==> config.mk <==
export PLATFORM = sky130hd
export DESIGN_NAME = pwrfail_intr_mon
export DESIGN_NICKNAME = d
export VERILOG_FILES = /design/src/rtl/pfm_pkg.sv /design/src/rtl/pfm_sync.sv /design/src/rtl/pfm_latch.sv /design/src/rtl/pfm_lowpri_arb.sv /design/src/rtl/pwrfail_intr_mon.sv
export SDC_FILE = /design/constraint.sdc
export NUM_CORES = 1
export LEC_CHECK = 0
export CAP_MARGIN = 20
export CELL_PAD_IN_SITES_DETAIL_PLACEMENT = 1
export CELL_PAD_IN_SITES_GLOBAL_PLACEMENT = 1
export CORE_UTILIZATION = 19
export DETAILED_ROUTE_END_ITERATION = 8
export GPL_TIMING_DRIVEN = 1
export PLACE_DENSITY = 0.79
export SLEW_MARGIN = 5
export SYNTH_ARGS = -nofsm -noshare
export SYNTH_HDL_FRONTEND = slang
export SYNTH_SLANG_ARGS = --single-unit
==> constraint.sdc <==
create_clock -name clk -period 1.4 [get_ports clk]
set_clock_uncertainty 0.2 [all_clocks]
set_input_delay 0.28 -clock clk [delete_from_list [all_inputs] [get_ports clk]]
set_output_delay 0.28 -clock clk [all_outputs]
set_load 0.02 [all_outputs]
==> src/rtl/pfm_pkg.sv <==
package pfm_pkg;
  localparam int DEF_NUM_SRC  = 8;
  localparam int DEF_CODE_W   = 6;
  localparam int DEF_SYNC_LEN = 2;

  typedef enum logic {
    SEL_DEVICE  = 1'b0,
    SEL_PWRFAIL = 1'b1
  } grant_sel_e;
endpackage

==> src/rtl/pfm_sync.sv <==
module pfm_sync #(
  parameter int STAGES = 2
) (
  input  logic clk,
  input  logic rst_n,
  input  logic d_async,
  output logic q_sync
);
  logic [STAGES-1:0] chain;

  generate
    if (STAGES == 1) begin : g_one
      always_ff @(posedge clk or negedge rst_n) begin
        if (!rst_n) chain <= '0;
        else        chain <= d_async;
      end
    end else begin : g_many
      always_ff @(posedge clk or negedge rst_n) begin
        if (!rst_n) chain <= '0;
        else        chain <= {chain[STAGES-2:0], d_async};
      end
    end
  endgenerate

  assign q_sync = chain[STAGES-1];
endmodule

==> src/rtl/pfm_latch.sv <==
module pfm_latch (
  input  logic clk,
  input  logic rst_n,
  input  logic line_sync,
  input  logic block_en,
  input  logic taken,
  output logic pending
);
  logic line_d;
  logic edge_up;

  assign edge_up = line_sync & ~line_d;

  always_ff @(posedge clk or negedge rst_n) begin
    if (!rst_n) begin
      line_d  <= 1'b0;
      pending <= 1'b0;
    end else begin
      line_d <= line_sync;
      if (block_en)      pending <= 1'b0;
      else if (edge_up)  pending <= 1'b1;
      else if (taken)    pending <= 1'b0;
    end
  end
endmodule

==> src/rtl/pfm_lowpri_arb.sv <==
module pfm_lowpri_arb #(
  parameter int NUM_SRC = 8,
  parameter int CODE_W  = 6
) (
  input  logic [NUM_SRC-1:0] req,
  input  logic [NUM_SRC-1:0] mask,
  output logic               any,
  output logic [CODE_W-1:0]  code
);
  logic [NUM_SRC-1:0] eligible;

  assign eligible = req & ~mask;
  assign any      = |eligible;

  always_comb begin
    code = '0;
    for (int i = NUM_SRC - 1; i >= 0; i--) begin
      if (eligible[i]) code = CODE_W'(i + 1);
    end
  end
endmodule

==> src/rtl/pwrfail_intr_mon.sv <==
module pwrfail_intr_mon #(
  parameter int NUM_SRC  = pfm_pkg::DEF_NUM_SRC,
  parameter int CODE_W   = pfm_pkg::DEF_CODE_W,
  parameter int SYNC_LEN = pfm_pkg::DEF_SYNC_LEN
) (
  input  logic               clk,
  input  logic               rst_n,
  input  logic               pf_raw,
  input  logic               pd_mode_en,
  input  logic [NUM_SRC-1:0] dev_req,
  input  logic [NUM_SRC-1:0] irq_mask,
  input  logic               int_ready,
  output logic               pf_state,
  output logic               int_valid,
  output logic [CODE_W-1:0]  grant_code
);
  import pfm_pkg::*;

  localparam logic [CODE_W-1:0] PF_CODE = '0;

  logic              pf_pend;
  logic              dev_any;
  logic [CODE_W-1:0] dev_code;
  logic              pf_taken;
  grant_sel_e        sel;

  pfm_sync #(.STAGES(SYNC_LEN)) u_sync (
    .clk     (clk),
    .rst_n   (rst_n),
    .d_async (pf_raw),
    .q_sync  (pf_state)
  );

  pfm_latch u_latch (
    .clk       (clk),
    .rst_n     (rst_n),
    .line_sync (pf_state),
    .block_en  (pd_mode_en),
    .taken     (pf_taken),
    .pending   (pf_pend)
  );

  pfm_lowpri_arb #(.NUM_SRC(NUM_SRC), .CODE_W(CODE_W)) u_arb (
    .req  (dev_req),
    .mask (irq_mask),
    .any  (dev_any),
    .code (dev_code)
  );

  assign sel        = (pf_pend && !pd_mode_en) ? SEL_PWRFAIL : SEL_DEVICE;
  assign int_valid  = (sel == SEL_PWRFAIL) || dev_any;
  assign grant_code = (sel == SEL_PWRFAIL) ? PF_CODE : dev_code;
  assign pf_taken   = (sel == SEL_PWRFAIL) && int_ready;
endmodule

==> summary.txt, run 1 <==
Job
  • MaxCap Viol Count: 0

Floorplanning
  • Boundary Pins: 29
  • CORE AREA: 1541 sq um
  • Starting Density: 20.86%
  • Die area: 1861 sq um
  • Die Ht: 43.14 um
  • Rows: 14
  • Chip Width: 43.14 um

GRT
  • Global-route wire length before repair: 1.676 mm
  • Initial antenna violation count: 0
  • Vias in the first global route: 402
  • Largest net degree at the start of global routing: 5
  • Congestion Overflow GR: 0
  • Tot GR Track Use: 12.78%

Pwr
  • Switching share of power: 29.04%
  • Internal power: 0.0003306 W
  • Flop pwr share: 26.9%
  • Clock power share: 31.5%
  • Overall power: 0.0004658 W
  • VDD IR max: 0.4515 mV
  • Cell Pwr Density: 645.3 nW/um^2
  • Combinational fraction of design power: 41.6%
  • Static leakage: 0.3533 nW
  • Psw: 0.0001353 W

Timing
  • Final Hold Viols: 0
  • Final hold slack: 0.03842 ns
  • Fin crit share: 127.6%
  • Final min period: 1.786 ns
  • Max Slew Vio Count: 0
  • Setup ws final: -0.3861 ns
  • RSZ-0062 raised after global routing: yes
  • Setup violations, final: 5
  • Peak Freq: 0.5599 GHz

Logic synthesis
  • Most common cell in the netlist: nand2b_1
  • Top cells by count, synth: nand2b_1, dfrtp_1
  • Post-synth top area share: 31.13%
  • FFs w/ async S/R, synth: 100.0%
  • Sequential share of the synthesized area: 31.13%
  • Mapped Area: 321.6 sq um
  • Synth unique cells: 18
  • Cells after synthesis: 35
  • Mean area per synthesized cell: 9.187 sq um
  • Dominant cell type by area after synthesis: dfrtp_1
  • EDFF count, synth: 0
  • Flops & latches, synth: 4
  • Yosys warning total: 0
  • Synth Flop Type: dfrtp_1
  • Main area contributors after synthesis: dfrtp_1, nand2b_1, a2111oi_4, buf_4, nand3b_1

Detailed routing
  • Post-Route WL: 994 um
  • DRC errors left: 0
  • DR iter-0 viols: 2
  • Detailed-router iteration count before antenna repair: 2
  • Vias: 398
  • Detail Route Antenna Nets: 0
  • DR WL/cell: 11.17 um
  • Via/cell ratio: 4.472

Critical path
  • Reg2reg setup slack: 0.41 ns
  • R2R depth: 3
  • Startpoint Class: register
  • CP Max Fanout: 3
  • Reg2Reg Capture Point: u_latch.pending$_DFFE_PN0P_
  • Crit Reg-Reg Startpoint: u_latch.pending$_DFFE_PN0P_
  • CP Data Required Time: 0.92 ns
  • CP endpoint kind: output pin
  • Critical path arrival: 1.31 ns
  • CP Class: reg2out

Final layout
  • Layout cell share with drive strength beyond 1: 56.16%
  • Area Growth Syn to Fin: 124.5%
  • # fillers: 191
  • N_diodes: 0
  • Nets: 96
  • Final Instance Count excl. Fillers: 89

Min path
  • Min-Delay Path Class: in2async

CTS
  • Clock Sinks: 4
  • H-tree depth: 1
  • TritonCTS buffer count: 3
  • Clock transition at path regs: 0.04 ns
  • Clock Tree Buf Depth: 2
  • Worst skew pair latency: 0.24 ns
  • TritonCTS clock tree: yes
  • Root Driver: clkbuf_4

Status
  • Failing checks: setup timing
  • Status: complete, but fails checks

Placed design
  • Placer Congestion: 0.6830
  • Buffers on Ports: 26
  • HPWL after DPL: 764.4 um
  • Post-placement setup slack: -1.158 ns
  • Placed instance count: 83
cell type report:
cell class | count | area [sq um] | area share (%)
inverters | 2 | 7.507 | 1.040
multi-input cells | 28 | 272.8 | 37.78
clock buffers | 3 | 22.52 | 3.120
well taps | 16 | 20.02 | 2.773
repair buffers | 36 | 299.0 | 41.42
flip-flops and latches | 4 | 100.1 | 13.86
metrics by stage:
stage               TNS [ns]  utilization, %  area [sq um]
floorplan            -0.3323               -         334.1
CTS                   -1.660           47.48         732.0
finish                -1.565           46.83         721.9
detailed placement    -5.394           42.29         651.9
global route          -1.971           46.83         721.9
global placement      -5.289           42.29         651.9
metal layers:
metal	up-vias	global-route usage, %	part of all wire, %
met1	182	12.73	35
met3	2	2.979	7.8
met4	0	10.91	2.2
met2	21	21.79	54
met5	-	0	0
li1	193	-	-
flip-flops by register name (all words and copies together) (netlist names):
register	flops
u_latch.line_d	1
u_sync.chain	2
u_latch.pending	1
cell families (layout without fill, tap and decap cells):
| kind of cell | after synthesis | count (layout) | synth area share [%] |
|---|---|---|---|
| flops | 4 | 4 | 31.13 |
| other cells | 1 | 2 | 1.166 |
| simple gates | 20 | 20 | 42.02 |
| buf+inv | 4 | 41 | 7.003 |
| compound gates | 6 | 6 | 18.68 |
worst max-delay path: stages, from the launching register on:
cell and delay [ns]:
dfrtp_1 0.40, nand2b_4 0.08, nand4_1 0.14, and4bb_2 0.34, buf_6 0.12
power groups by stage:
stage / Combinational (W) / Clock [W] / Sequential [W]
final: 0.000194 / 0.000147 / 0.000125
after global routing: 0.000209 / 0.000169 / 0.000126
after CTS: 0.000196 / 0.000159 / 0.000125
after detailed placement: 0.000181 / 0 / 0.000126
after global placement: 0.000178 / 0 / 0.000126
after floorplan: 0.0000736 / 0 / 0.000127
worst max path at each step:
stage | start | endpoint | slack, ns | depth (start not counted)
global placement | irq_mask[4] | grant_code[3] | -1.14 | 5
CTS | u_latch.pending$_DFFE_PN0P_ | grant_code[3] | -0.41 | 4
global route | u_latch.pending$_DFFE_PN0P_ | grant_code[3] | -0.46 | 4
floorplan | dev_req[4] | grant_code[3] | -0.15 | 3
detailed placement | irq_mask[4] | grant_code[3] | -1.16 | 5
finish | u_latch.pending$_DFFE_PN0P_ | grant_code[3] | -0.39 | 4
cell usage in the layout (no fill, tap or decap):
master / n
buf_4: 12
dlygate4sd2_1: 7
nand2b_1: 6
clkdlybuf4s50_1: 5
nand2b_4: 4
buf_6: 4
dfrtp_1: 4
nor2b_4: 3
clkbuf_4: 3
buf_2: 3
clkbuf_2: 3
a21oi_1: 2
nand3b_1: 2
conb_1: 2
clkdlybuf4s15_2: 2
nand4_1: 1
inv_2: 1
a2111oi_4: 1
nor2_4: 1
inv_1: 1
o221ai_2: 1
nand2_1: 1
a31oi_2: 1
nand3_2: 1
o211ai_1: 1
and4bb_2: 1
timing repair:
item                                    in CTS  in global routing
endpoints found under the setup margin       6                  6
pin swaps                                    6                  4
hold buffers                                 0                  0
buffers inserted                             3                  0
gates cloned                                 0                  0
resized for setup                           74                  4
No activity file was read; power rests on OpenSTA's default activity.
==> run 2, diff against run 1 <==
- CTS_CLUSTER_DIAMETER: default -> 120
==> results of run 2 <==
Final layout, timing and power as in run 1 (identical DEF).
